## src/rtl/mpad_pkg.sv

```systemverilog
// Package: shared sizes and the pad-to-code-bit mapping rule.
// Assumes pad index b has weight 2**b and codes are right-aligned.
package mpad_pkg;

    localparam int PAD_COUNT = 8;

    // Code bit index that drives pad b for code length len (len >= 1).
    // Pads are visited from heaviest to lightest, cycling MSB-first.
    function automatic int src_bit(input int len, input int b);
        return len - 1 - ((PAD_COUNT - 1 - b) % len);
    endfunction

endpackage

```

## src/rtl/mpad_addr_decoder.sv

```systemverilog
// Address decoder: turns a row/column pair and an enable into a one-hot
// pixel select. Assumes pixels are numbered row*COLS+col. An address
// outside the array selects nothing.
module mpad_addr_decoder #(
    parameter int ROWS  = 4,
    parameter int COLS  = 4,
    parameter int ROW_W = 2,
    parameter int COL_W = 2
) (
    input  logic                   en,
    input  logic [ROW_W-1:0]       row,
    input  logic [COL_W-1:0]       col,
    output logic [ROWS*COLS-1:0]   sel
);

    localparam int PIXELS = ROWS * COLS;

    // One select line per pixel, matched against the incoming address.
    for (genvar r = 0; r < ROWS; r++) begin : g_row
        for (genvar c = 0; c < COLS; c++) begin : g_col
            assign sel[r*COLS + c] = en && (int'(row) == r) && (int'(col) == c);
        end
    end

    // Guard: at most one pixel is ever selected.
    always_comb begin
        AST_SEL_ONEHOT: assert ($onehot0(sel) || $isunknown(sel));
    end

endmodule

```

## src/rtl/mpad_expander.sv

```systemverilog
// Code expander: maps a right-aligned code of length len onto PADS
// binary pads by cyclic MSB-first replication. Assumes len is checked
// here; len_ok flags lengths 1..PADS. The output is zero otherwise.
module mpad_expander #(
    parameter int PADS  = mpad_pkg::PAD_COUNT,
    parameter int LEN_W = 4
) (
    input  logic [PADS-1:0]  code,
    input  logic [LEN_W-1:0] len,
    output logic [PADS-1:0]  pads,
    output logic             len_ok
);

    // One fixed wiring pattern per legal length.
    logic [PADS-1:0] cand [1:PADS];

    for (genvar gl = 1; gl <= PADS; gl++) begin : g_len
        for (genvar gb = 0; gb < PADS; gb++) begin : g_pad
            assign cand[gl][gb] = code[mpad_pkg::src_bit(gl, gb)];
        end
    end

    // Length range check.
    assign len_ok = (len != '0) && (int'(len) <= PADS);

    // Pick the wiring pattern that matches the requested length.
    always_comb begin
        pads = '0;
        for (int l = 1; l <= PADS; l++) begin
            if (int'(len) == l) pads = cand[l];
        end
    end

endmodule

```

## src/rtl/mpad_pixel.sv

```systemverilog
// Pixel cell: holds the pad states of one pixel. Loads pad_in when load
// is high, clears on synchronous active-low reset, and holds otherwise.
module mpad_pixel #(
    parameter int PADS = mpad_pkg::PAD_COUNT
) (
    input  logic            clk,
    input  logic            rst_n,
    input  logic            load,
    input  logic [PADS-1:0] pad_in,
    output logic [PADS-1:0] pads
);

    // Pad state register with reset priority over load.
    always_ff @(posedge clk) begin
        if (!rst_n)    pads <= '0;
        else if (load) pads <= pad_in;
    end

    AST_LOAD_TAKES: assert property (@(posedge clk) disable iff (!rst_n)
        load |=> pads == $past(pad_in));

    AST_HOLD_UNSELECTED: assert property (@(posedge clk) disable iff (!rst_n)
        !load |=> $stable(pads));

endmodule

```

## src/rtl/mpad_pixel_array.sv

```systemverilog
// Pixel array top: decodes the write address, expands the code onto
// the pads and stores the result in the selected pixel. Assumes one
// write per cycle at most; all pixels are presented in parallel.
module mpad_pixel_array #(
    parameter int ROWS  = 4,
    parameter int COLS  = 4,
    parameter int PADS  = mpad_pkg::PAD_COUNT,
    parameter int ROW_W = 2,
    parameter int COL_W = 2,
    parameter int LEN_W = 4
) (
    input  logic                      clk,
    input  logic                      rst_n,
    input  logic                      wr_en,
    input  logic [ROW_W-1:0]          wr_row,
    input  logic [COL_W-1:0]          wr_col,
    input  logic [PADS-1:0]           wr_code,
    input  logic [LEN_W-1:0]          wr_len,
    output logic [ROWS*COLS*PADS-1:0] pad_states
);

    localparam int PIXELS = ROWS * COLS;

    logic [PADS-1:0]   expanded;
    logic              len_ok;
    logic              wr_ok;
    logic [PIXELS-1:0] sel;
    logic [PADS-1:0]   len_mask;

    mpad_expander #(.PADS(PADS), .LEN_W(LEN_W)) u_expander (
        .code   (wr_code),
        .len    (wr_len),
        .pads   (expanded),
        .len_ok (len_ok)
    );

    // A write only counts when the length is legal.
    assign wr_ok = wr_en && len_ok;

    mpad_addr_decoder #(
        .ROWS(ROWS), .COLS(COLS), .ROW_W(ROW_W), .COL_W(COL_W)
    ) u_decoder (
        .en  (wr_ok),
        .row (wr_row),
        .col (wr_col),
        .sel (sel)
    );

    // One storage cell per pixel, packed onto the output bus.
    for (genvar p = 0; p < PIXELS; p++) begin : g_pix
        mpad_pixel #(.PADS(PADS)) u_pixel (
            .clk    (clk),
            .rst_n  (rst_n),
            .load   (sel[p]),
            .pad_in (expanded),
            .pads   (pad_states[p*PADS +: PADS])
        );
    end

    // Mask of the code bits in use; only feeds an assertion.
    always_comb begin
        len_mask = '0;
        for (int i = 0; i < PADS; i++) begin
            if (i < int'(wr_len)) len_mask[i] = 1'b1;
        end
    end

    AST_RESET_CLEARS: assert property (@(posedge clk)
        !rst_n |=> pad_states == '0);

    AST_IDLE_HOLDS: assert property (@(posedge clk) disable iff (!rst_n)
        !wr_en |=> $stable(pad_states));

    AST_BAD_LEN_IGNORED: assert property (@(posedge clk) disable iff (!rst_n)
        (wr_en && !len_ok) |=> $stable(pad_states));

    AST_FULL_CODE_ALL_ON: assert property (@(posedge clk) disable iff (!rst_n)
        (wr_en && len_ok && ((wr_code & len_mask) == len_mask))
            |-> expanded == '1);

endmodule

```

## config.mk

```make
export PLATFORM = sky130hd
export DESIGN_NAME = mpad_pixel_array
export DESIGN_NICKNAME = d
export VERILOG_FILES = /design/src/rtl/mpad_pkg.sv /design/src/rtl/mpad_addr_decoder.sv /design/src/rtl/mpad_expander.sv /design/src/rtl/mpad_pixel.sv /design/src/rtl/mpad_pixel_array.sv
export SDC_FILE = /design/constraint.sdc
export NUM_CORES = 1
export LEC_CHECK = 0
export BUFFER_PORTS_ARGS = -buffer_cell sky130_fd_sc_hd__buf_2
export CORE_AREA = 2 2 102 104
export CTS_CLUSTER_SIZE = 25
export DETAILED_ROUTE_END_ITERATION = 10
export DIE_AREA = 0 0 104 106
export PLACE_DENSITY = 0.93
export SKIP_LAST_GASP = 1
export SLEW_MARGIN = 20
export SYNTH_ARGS = -nofsm -noshare
export SYNTH_HDL_FRONTEND = slang
export SYNTH_HIERARCHICAL = 1
export SYNTH_SLANG_ARGS = --single-unit
```

## constraint.sdc

```tcl
create_clock -name clk -period 4.3 [get_ports clk]
set_input_delay 0 -clock clk [delete_from_list [all_inputs] [get_ports clk]]
set_output_delay 0 -clock clk [all_outputs]
set_load 0.1 [all_outputs]
```

### After elaboration in Yosys (flattened, before gate mapping)

Index checks and enable logic that the tools add are counted.

* register bits: 128
* input bits: 19
* output and inout bits: 128
* logic and storage cells: 64

* magnitude comparators: 1
* eq/ne operators: 14
* muxes and demuxes: 8
* reduce and logical (&&, ||, !) cells: 25

Operator list (count)
* 2-to-1 mux 8 bit: 8
* logical AND 1 bit: 22
* == test 4 bit (second input constant): 5
* == test 2 bit (second input constant): 4
* == test 4 x 3 -> 1 bit (second input constant): 2
* == test 2 x 1 -> 1 bit (second input constant): 2
* == test 4 x 2 -> 1 bit (second input constant): 1
* less-or-equal comparator 4 bit (second input constant): 1
* zero test 2 bit: 2
* nonzero test 4 bit: 1

### Longest topological paths before layout

Gate-level depths: netlist of the first run.

* depth in word-level cells: 9
* depth in mapped cells: 10
* gate-level depth less buffers: 7

### Modules after synthesis

Netlist of the first run, hierarchy kept.

By module, submodules not included
* mpad_pixel: instances 16, cells an instance 25, area each 301.5 um2, seq. area each 160.2 um2
* mpad_expander: instances 1, cells an instance 95, area each 615.6 um2, seq. area each 0.0 um2
* mpad_addr_decoder: instances 1, cells an instance 23, area each 117.6 um2, seq. area each 0.0 um2
* mpad_pixel_array: instances 1, cells an instance 1, area each 6.3 um2, seq. area each 0.0 um2

### Worst setup path before layout of the first run

OpenSTA, ideal clock, no wires.

* path kind: input -> register
* start point: input port wr_len[2]
* end point: register g_pix[0].u_pixel.pads[0]
* library setup time: 0.120 ns
* data arrival time: 1.727 ns
* data required time: 4.180 ns
* path slack: 2.453 ns
* stages: 10
* buffers on the path: 3
* path through: buf_6 buf_6 nor3_1 xnor2_1 and2_1 or3b_4 nor3_2 buf_6 mux2i_1 nor2b_1

* elaborated cells between the ends (all ways): 22
* those cells by class: order compare (1); eq/ne (8); mux (8); reduce/logical (5)

RTL lines
* start: declaration: RTL line mpad_pixel_array.sv:18 `input logic [LEN_W-1:0] wr_len,`
* less-or-equal comparator 4 bit / nonzero test 4 bit (equally long branches): RTL line mpad_expander.sv:24 `assign len_ok = (len != '0) && (int'(len) <= PADS);`
* logical AND 1 bit *: RTL line mpad_expander.sv:24
* named net len_ok: RTL line mpad_pixel_array.sv:25 `logic len_ok;`
* logical AND 1 bit *: RTL line mpad_pixel_array.sv:38 `assign wr_ok = wr_en && len_ok;`
* named net wr_ok: RTL line mpad_pixel_array.sv:26 `logic wr_ok;`
* logical AND 1 bit * (2 in series): RTL line mpad_addr_decoder.sv:21 `assign sel[r*COLS + c] = en && (int'(row) == r) && (int'(col) == c);`
* named net sel[0]: RTL line mpad_pixel_array.sv:27 `logic [PIXELS-1:0] sel;`
* end signal: assignment: RTL line mpad_pixel.sv:16 `else if (load) pads <= pad_in;`
* end: declaration: RTL line mpad_pixel.sv:10 `output logic [PADS-1:0] pads`

Mark *: on every way through the listed nets, which the timed path passes. The rest lies on a longest branch.
A chain may end at the register's enable or synchronous reset.

### Final worst setup path of the first run

* start point: input port wr_len[0]
* end point: register g_pix[8].u_pixel.pads[2]

* elaborated cells between the ends (all ways): 22
* those cells by class: order compare (1); eq/ne (8); mux (8); reduce/logical (5)

RTL lines (RTL line)
* less-or-equal comparator 4 bit / nonzero test 4 bit (equally long branches): mpad_expander.sv:24
* logical AND 1 bit *: mpad_expander.sv:24
* named net len_ok: mpad_pixel_array.sv:25
* logical AND 1 bit *: mpad_pixel_array.sv:38
* named net wr_ok: mpad_pixel_array.sv:26
* logical AND 1 bit * (2 in series): mpad_addr_decoder.sv:21
* named net sel[8]: mpad_pixel_array.sv:27
* end signal: assignment: mpad_pixel.sv:16
* end: declaration: mpad_pixel.sv:10

Marked as above.

==> results_tabular.tex, run 1 <==
\begin{tabular}{lr}
\hline
Metric & Value \\
\hline
\multicolumn{2}{l}{\textbf{Outcome}} \\
Result of the run & finished, final reports clean \\
\multicolumn{2}{l}{\textbf{Power}} \\
Internal Power & 0.002035 W \\
Clock share of power & between 40 and 50\% \\
Maximum ir drop on the vdd rail & around 0.25 mV \\
Leakage & 2.590 nW \\
Combinational cell fraction of total power & 8.9\% \\
Power Dens Cells & 401.9 nW/um\^{}2 \\
P\_sw & around 0.00073 W \\
Proportion of total power due to net switching & 26.33\% \\
Sequential fraction of design power & a little over two fifths \\
\multicolumn{2}{l}{\textbf{Critical path}} \\
Critical Path Fanout Max & 26 \\
Start point of the critical path & wr\_len[0] \\
Capture point of the critical path & g\_pix[8].u\_pixel/pads[2] \\
Critical R2R Capture & g\_pix[11].u\_pixel/pads[0] \\
Length in cells of the worst reg-to-reg path & 2 \\
Stages on worst setup path & 8 \\
Critical path start-end classification & in -> reg \\
Type of origin of the critical path & input pin \\
Critical Path AT & approximately 2.5 ns \\
Cell-by-cell listing of the critical path & buf\_2 -> nor3\_1 -> xnor2\_1 -> and2\_1 -> or3b\_4 -> nor2\_1 -> mux2i\_1 -> nor2b\_1 \\
Reg-to-Reg Start & g\_pix[11].u\_pixel/pads[0] \\
Delay of the slowest critical-path stage & 0.68 ns \\
Slowest stage cell, crit path & nor2\_1 \\
Required time of the critical path & 4.69 ns \\
Worst setup EP type & register \\
Flop2flop setup slack & 3.62 ns \\
Total buffers and inverters traversed by the critical path & 1 \\
Family with the most delay on the worst path & simple AND/OR/NAND/NOR gates \\
\multicolumn{2}{l}{\textbf{Global route}} \\
Antenna violations before repair & 2 \\
Maximum number of pins on one net before global-route repair & between 100 and 150 \\
M1 GR Usage & 29.81\% \\
Number of global-route vias before repair & 4184 \\
Wire length of the first global-routing pass & 21900 um \\
Met2 track utilization from global routing & 43.56\% \\
Remaining Overflow, GRT & 0 \\
Overall Global Routing Usage & $\sim$25\% \\
Global routing usage on met3 & 7.603\% \\
Layer with the highest usage & met2 \\
\multicolumn{2}{l}{\textbf{Synth}} \\
Synthesized-area fraction occupied by ao, oa, aoi and oai cells & 5.172\% \\
Seq cells post-synth & between 100 and 150 \\
Post-synthesis instance area & between 5000 and 6000 um\^{}2 \\
Synthesized Nets & 538 \\
Number of enable flip-flop cells after synthesis & 0 \\
Mean area per synthesized cell & about 11 um\^{}2 \\
Count of mapped cells out of synthesis & between 500 and 600 \\
Main combinational cell family by area after synthesis & multiplexers \\
Post-synthesis share of cell area spent on and, or, nand and nor gates & 20.62\% \\
Fraction of synthesized area in multiplexers & between 20\% and 30\% \\
Synth cell types & 44 \\
Synthesized-area fraction occupied by xor and xnor cells & less than 1\% \\
Count of synthesis-stage warnings from yosys & 6 \\
Top\_reg\_cell synth & dfxtp\_1 \\
Share of the yosys chip area belonging to registers & a little under half \\
FFs w/ async S/R, synth & 0\% \\
Adder-cell share of the synthesized area & 0\% \\
\multicolumn{2}{l}{\textbf{CTS}} \\
TritonCTS clock tree & yes \\
CTS-repair resized insts & 0 \\
Deepest level of the CTS H-tree & 4 \\
Clock latency of the later-clocked register in the worst-skew pair & between 0.5 and 0.6 ns \\
Hold-fix buffer count after cts & 0 \\
Clock transition time at the flip-flop clock pins of the worst setup and hold paths & approximately 0.060 ns \\
Largest buffer count on any clock path & 2 \\
Num Clock Sinks & 128 \\
Post-CTS setup buffer count & 0 \\
Clock buffers created by TritonCTS & 17 \\
Buffer type at the clock tree root & clkbuf\_8 \\
\multicolumn{2}{l}{\textbf{Cells and area}} \\
Largest regs & g\_pix.u\_pixel/pads (128) \\
Register name with the most flops & g\_pix.u\_pixel/pads \\
Commonest non-fill, non-tap cells in the layout & buf\_2, nor2b\_1, mux2i\_1, dfxtp\_1, nor2\_1 \\
Proportion of layout cells with a drive suffix above 1 & a little under 30\% \\
FF+latch area & 2562 um\^{}2 \\
Most common cell after layout, fill and taps aside & buf\_2 \\
Net count, final & 680 \\
Max reg flops & $\sim$130 \\
Area growth from synthesis to layout & 23.54\% \\
Multi-input gate area in the final layout & 2823 um\^{}2 \\
Filler cell count & a little under 800 \\
\multicolumn{2}{l}{\textbf{STA}} \\
Setup Skew & 0 ns \\
Tcrit/Tclk final & 47.82\% \\
Final hold violation count & 0 \\
Unrepaired setup endpoints after global routing & no \\
Slew margin rel. & 34.38\% \\
Final critical-path required period & 2.056 ns \\
Setup TNS Final & 0 ns \\
Final Max Tran Viols & 0 \\
Number of setup violations in the final report & 0 \\
Final hold slack & 0.08647 ns \\
Max Clock Freq & 486.3 MHz \\
Slew of the pin with the lowest slew margin & 0.9812 ns \\
\multicolumn{2}{l}{\textbf{Placed design}} \\
HPWL after detailed placement & between 9000 and 10000 um \\
Count of input and output buffers & 146 \\
Final weighted congestion in routability-driven placement & 0.9507 \\
\multicolumn{2}{l}{\textbf{Detailed routing}} \\
Routed vias/inst & 5.351 \\
DR WL/cell & between 15 and 20 um \\
Number of iterations in the first detailed-routing pass & 6 \\
Remaining DRCs & 0 \\
Drt initial violations & 243 \\
Routed Wire Length & 14190 um \\
Number of nets with antenna violations after routing & 0 \\
Overall via count from detail\_route & about 4300 \\
\multicolumn{2}{l}{\textbf{Hold path}} \\
Hold WC Path Type & in -> reg \\
Instance count along the most critical hold path & 4 \\
\multicolumn{2}{l}{\textbf{Floorplan}} \\
Die area & about 11000 um\^{}2 \\
Die outline height & 106 um \\
Placeable core area & about 10000 um\^{}2 \\
I/O Pins & 147 \\
Number of rows in the core area & 37 \\
Starting density of the core & 55.64\% \\
Die width & roughly 100 um \\
\multicolumn{2}{l}{\textbf{Job}} \\
Max-cap violations & 0 \\
\hline
\end{tabular}
synthesized netlist by cell type, drive strengths merged, types with 2 or more instances:
library cell | instances | area share, %
a211oi | 2 | 0.27
a21oi | 4 | 0.43
a221o | 2 | 0.36
a311oi | 2 | 0.31
a31oi | 7 | 0.79
buf | 25 | 4.4
dfxtp | 128 | 46
inv | 2 | 0.13
mux2 | 2 | 0.40
mux2i | 128 | 23
nand2 | 9 | 0.65
nand2b | 4 | 0.45
nand3 | 2 | 0.18
nand3b | 5 | 0.67
nand4b | 2 | 0.31
nor2 | 17 | 1.1
nor2b | 133 | 15
nor3 | 7 | 0.72
nor3b | 2 | 0.27
o21a | 2 | 0.27
o21ai | 11 | 0.99
o22ai | 6 | 0.67
or3b | 3 | 0.56
cells by family (layout without fill, tap and decap cells):
group	Yosys count	after routing
AOI/OAI and AO/OA	43	43
xor gates and xnor gates	1	1
buffers and inverters	28	183
DFF	128	128
muxes	130	130
other	0	2
and+or+nand+nor	189	189
tightest hold or removal path: stages:
cell and delay (ns):
buf_2 0.17, nor3_2 0.15, mux2i_1 0.17, nor2b_1 0.06
final cells by class:
| class | count | area share, % |
|---|---|---|
| Tap cell | 136 | 2.475 |
| Clock buffer | 17 | 6.025 |
| Antenna cell | 2 | 0.07281 |
| Clock inverter | 15 | 2.020 |
| Multi-Input combinational cell | 363 | 41.06 |
| Sequential cell | 128 | 37.28 |
| Inverter | 2 | 0.1092 |
| Timing Repair Buffer | 149 | 10.96 |
metrics by stage:
| step | instances | total power [W] | utilization (%) | setup WS (ns) | cell area (um^2) |
|---|---|---|---|---|---|
| floorplan | 519 | 0.001385 | - | 2.453 | 5564 |
| global route | 812 | 0.002854 | 68.74 | 2.117 | 6874 |
| detailed placement | 778 | 0.001458 | 62.81 | 1.760 | 6281 |
| global placement | 778 | 0.001453 | 62.81 | 1.912 | 6281 |
| finish | 812 | 0.002763 | 68.74 | 2.244 | 6874 |
| CTS | 810 | 0.002771 | 68.34 | 2.273 | 6834 |
power groups by stage:
stage | logic, W | registers, W | clock network (W)
after CTS | 0.000238 | 0.00120 | 0.00134
after global routing | 0.000259 | 0.00120 | 0.00140
final | 0.000245 | 0.00120 | 0.00132
after detailed placement | 0.000236 | 0.00122 | 0
after global placement | 0.000231 | 0.00122 | 0
after floorplan | 0.000116 | 0.00127 | 0
metal layers:
layer | wire, um | part of all wire, %
met1 | 5815 | 41
met2 | 7150 | 50
met3 | 938 | 6.6
met4 | 281 | 2.0
met5 | 0 | 0
worst min path at each step:
stage                                          from                        end  slack, ns
after global placement     g_pix[2].u_pixel/pads[6]   g_pix[2].u_pixel/pads[6]       0.49
after global routing                      wr_row[0]   g_pix[0].u_pixel/pads[2]       0.10
final                                     wr_row[0]   g_pix[0].u_pixel/pads[2]       0.09
after CTS                                 wr_row[1]   g_pix[0].u_pixel/pads[4]       0.06
after floorplan                               rst_n   g_pix[0].u_pixel/pads[0]       0.13
after detailed placement  g_pix[11].u_pixel/pads[5]  g_pix[11].u_pixel/pads[5]       0.50
Power figures use the tool's default switching activity.
==> run 2, diff against run 1 <==
Settings changed: CORE_AREA 2 2 102 104 to 2 2 106 108, DIE_AREA 0 0 104 106 to 0 0 108 110, PLACE_DENSITY 0.93 to 0.88.
Clock period 4.3 ns to 2 ns, I/O delays scaled along.
==> run 2 against run 1 <==
Non-clock buffer count up 35; critical path depth is 2 higher; highest routed layer is now met5; final area up 4.3%; critical endpoint is now g_pix[0].u_pixel/pads[7]; combinational power up 140%; via count up 3.1%; setup slack worse by 1.7 ns; power is 130% higher; sequential power is 110% higher; sequential share of layout area decreased by 1.5 points; clock-buffer cell count up 5; hold slack worse by 0.0023 ns.
==> results_tabular.tex, run 2 (synthesis gave the netlist of run 1 again) <==
\begin{tabular}{lr}
\hline
Metric & Value \\
\hline
\multicolumn{2}{l}{\textbf{Global route}} \\
Wire length of the first global-routing pass & 22520 um (+2.8\%) \\
Overall Global Routing Usage & 24.61\% (-0.68 points) \\
Maximum number of pins on one net before global-route repair & 66 (-49\%) \\
Remaining Overflow, GRT & 0 (unchanged) \\
Number of global-route vias before repair & 4351 (+4.0\%) \\
Antenna violations before repair & 1 (-1) \\
\multicolumn{2}{l}{\textbf{Power}} \\
Internal Power & 0.004848 W (+140\%) \\
Proportion of total power due to net switching & 23.61\% (-2.7 points) \\
Sequential fraction of design power & 40.5\% (-2.8 points) \\
Combinational cell fraction of total power & 9.2\% (+0.3 points) \\
Leakage & 2.802 nW (+8.2\%) \\
P\_sw & 0.001498 W (+110\%) \\
Maximum ir drop on the vdd rail & 0.5095 mV (+110\%) \\
Power Dens Cells & 885.1 nW/um\^{}2 (+120\%) \\
Clock share of power & 50.3\% (+2.5 points) \\
\multicolumn{2}{l}{\textbf{Critical path}} \\
Total buffers and inverters traversed by the critical path & 3 (+2) \\
Delay of the slowest critical-path stage & 0.42 ns (-0.26 ns) \\
Critical path start-end classification & in -> reg \\
Type of origin of the critical path & input pin \\
Critical Path Fanout Max & 6 (-77\%) \\
Cell-by-cell listing of the critical path & buf\_2 -> nor3\_1 -> buf\_4 -> xnor2\_1 -> and2\_1 -> or3b\_4 -> nor3\_2 -> buf\_4 -> mux2i\_1 -> nor2b\_1 \\
Family with the most delay on the worst path & simple AND/OR/NAND/NOR gates \\
Critical Path AT & 1.88 ns (-0.57 ns) \\
Most frequent CP cell & buf\_4 \\
Slowest stage cell, crit path & or3b\_4 \\
Worst setup EP type & register \\
Required time of the critical path & 2.40 ns (-2.29 ns) \\
\multicolumn{2}{l}{\textbf{Detailed routing}} \\
Number of iterations in the first detailed-routing pass & 5 (-1) \\
Remaining DRCs & 0 (unchanged) \\
Routed Wire Length & 14760 um (+4.0\%) \\
Number of nets with antenna violations after routing & 0 (unchanged) \\
Drt initial violations & 261 (+7.4\%) \\
Routed vias/inst & 5.272 (-1.5\%) \\
Overall via count from detail\_route & 4481 (+3.1\%) \\
DR WL/cell & 17.36 um (-0.62\%) \\
\multicolumn{2}{l}{\textbf{Outcome}} \\
Result of the run & finished, final reports clean \\
\multicolumn{2}{l}{\textbf{Cells and area}} \\
Most common cell after layout, fill and taps aside & buf\_2 \\
Final Non-Filler Cells & 850 (+4.7\%) \\
Max reg flops & 128 (unchanged) \\
Largest regs & g\_pix.u\_pixel/pads (128) \\
Proportion of layout cells with a drive suffix above 1 & 32.16\% (+2.9 points) \\
Register name with the most flops & g\_pix.u\_pixel/pads \\
Commonest non-fill, non-tap cells in the layout & buf\_2, nor2b\_1, mux2i\_1, dfxtp\_1, buf\_4 \\
Net count, final & 715 (+5.1\%) \\
Area growth from synthesis to layout & 28.87\% \\
\multicolumn{2}{l}{\textbf{STA}} \\
Max Clock Freq & 675.7 MHz \\
Tcrit/Tclk final & between 70\% and 80\% \\
Setup Skew & 0 ns (unchanged) \\
Slew of the pin with the lowest slew margin & 0.5127 ns (-0.4685 ns) \\
Slew margin rel. & 66.06\% (+32 points) \\
Setup TNS Final & 0 ns (unchanged) \\
Final Max Tran Viols & 0 (unchanged) \\
Unrepaired setup endpoints after global routing & no \\
Final critical-path required period & 1.480 ns \\
Number of setup violations in the final report & 0 (unchanged) \\
Final hold violation count & 0 (unchanged) \\
\multicolumn{2}{l}{\textbf{CTS}} \\
Post-CTS setup buffer count & 0 (unchanged) \\
Buffer type at the clock tree root & clkbuf\_8 \\
CTS-repair resized insts & 0 (unchanged) \\
Largest buffer count on any clock path & 2 (unchanged) \\
Clock transition time at the flip-flop clock pins of the worst setup and hold paths & 0.06 ns (about the same) \\
Deepest level of the CTS H-tree & 4 (unchanged) \\
Clock latency of the later-clocked register in the worst-skew pair & 0.51 ns (about the same) \\
Num Clock Sinks & 128 (unchanged) \\
TritonCTS clock tree & yes \\
Clock buffers created by TritonCTS & 17 (unchanged) \\
Hold-fix buffer count after cts & 0 (unchanged) \\
\multicolumn{2}{l}{\textbf{Floorplan}} \\
Number of rows in the core area & 38 (+2.7\%) \\
I/O Pins & 147 (unchanged) \\
Die outline height & 110 um (+3.8\%) \\
Die width & 108 um (+3.8\%) \\
Starting density of the core & 52.01\% (-3.6 points) \\
Die area & 11880 um\^{}2 (+7.8\%) \\
Placeable core area & 10700 um\^{}2 (+7.0\%) \\
\multicolumn{2}{l}{\textbf{Placed design}} \\
Placed Cells & 817 (+5.0\%) \\
HPWL after detailed placement & 10130 um (+12\%) \\
Final weighted congestion in routability-driven placement & 0.8310 (-13\%) \\
Count of input and output buffers & 146 (unchanged) \\
\multicolumn{2}{l}{\textbf{Job}} \\
Max-cap violations & 0 (unchanged) \\
\multicolumn{2}{l}{\textbf{Hold path}} \\
Hold WC Path Type & in -> reg \\
\hline
\end{tabular}
==> run 2: path summary, 6_finish.rpt <==
check                                  from  depth (start not counted)                   endpoint  slack (ns)
setup reg to reg   g_pix[8].u_pixel/pads[4]                          2   g_pix[8].u_pixel/pads[4]        1.33
hold / removal                    wr_row[0]                          5   g_pix[0].u_pixel/pads[2]        0.08
setup / recovery                  wr_len[0]                         10   g_pix[0].u_pixel/pads[7]        0.52
hold reg to reg   g_pix[11].u_pixel/pads[1]                          2  g_pix[11].u_pixel/pads[1]        0.51
==> run 2: power groups by stage <==
stage	sequential [W]	clock, W	combinational (W)
2_1_floorplan	0.00273	0	0.000250
3_3_place_gp	0.00263	0	0.000566
3_5_place_dp	0.00263	0	0.000578
4_1_cts	0.00257	0.00323	0.000581
5_1_grt	0.00257	0.00336	0.000616
6_report	0.00257	0.00319	0.000583
==> run 2: area by class of cell <==
type                       count  area, um^2
clock buffer                  22       452.9
timing repair buffer         184        1028
fill                         826        3527
sequential                   128        2562
antenna                        1       2.502
tap                          140       175.2
inverter                       2       7.507
clock inverter                10       158.9
multi-input combinational    363        2783
==> run 2: worst min-delay path: stages <==
cell and delay [ns]:
buf_2 0.15, nor3_2 0.07, buf_4 0.13, mux2i_1 0.13, nor2b_1 0.05
==> run 2: per-layer routing <==
metal	wire length (um)	global-route usage (%)	vias up	part of all wire, %
li1	-	-	2151	-
met1	6094	29.18	2145	41
met2	7360	41.73	163	50
met3	1125	8.818	20	7.6
met4	165	7.967	2	1.1
met5	11	0	-	0.075
==> run 2: metrics by stage <==
step	utilization [%]	hold WS (ns)	power [W]	setup slack, ns	area [um^2]
final	67.03	0.08419	0.006347	0.5201	7171
after global routing	67.01	0.09986	0.006547	0.4126	7168
after CTS	67.01	0.07180	0.006388	0.5658	7168
after detailed placement	61.29	0.5017	0.003206	0.05251	6556
after global placement	61.29	0.4902	0.003193	0.1371	6556
after floorplan	-	0.1282	0.002979	0.1529	5564
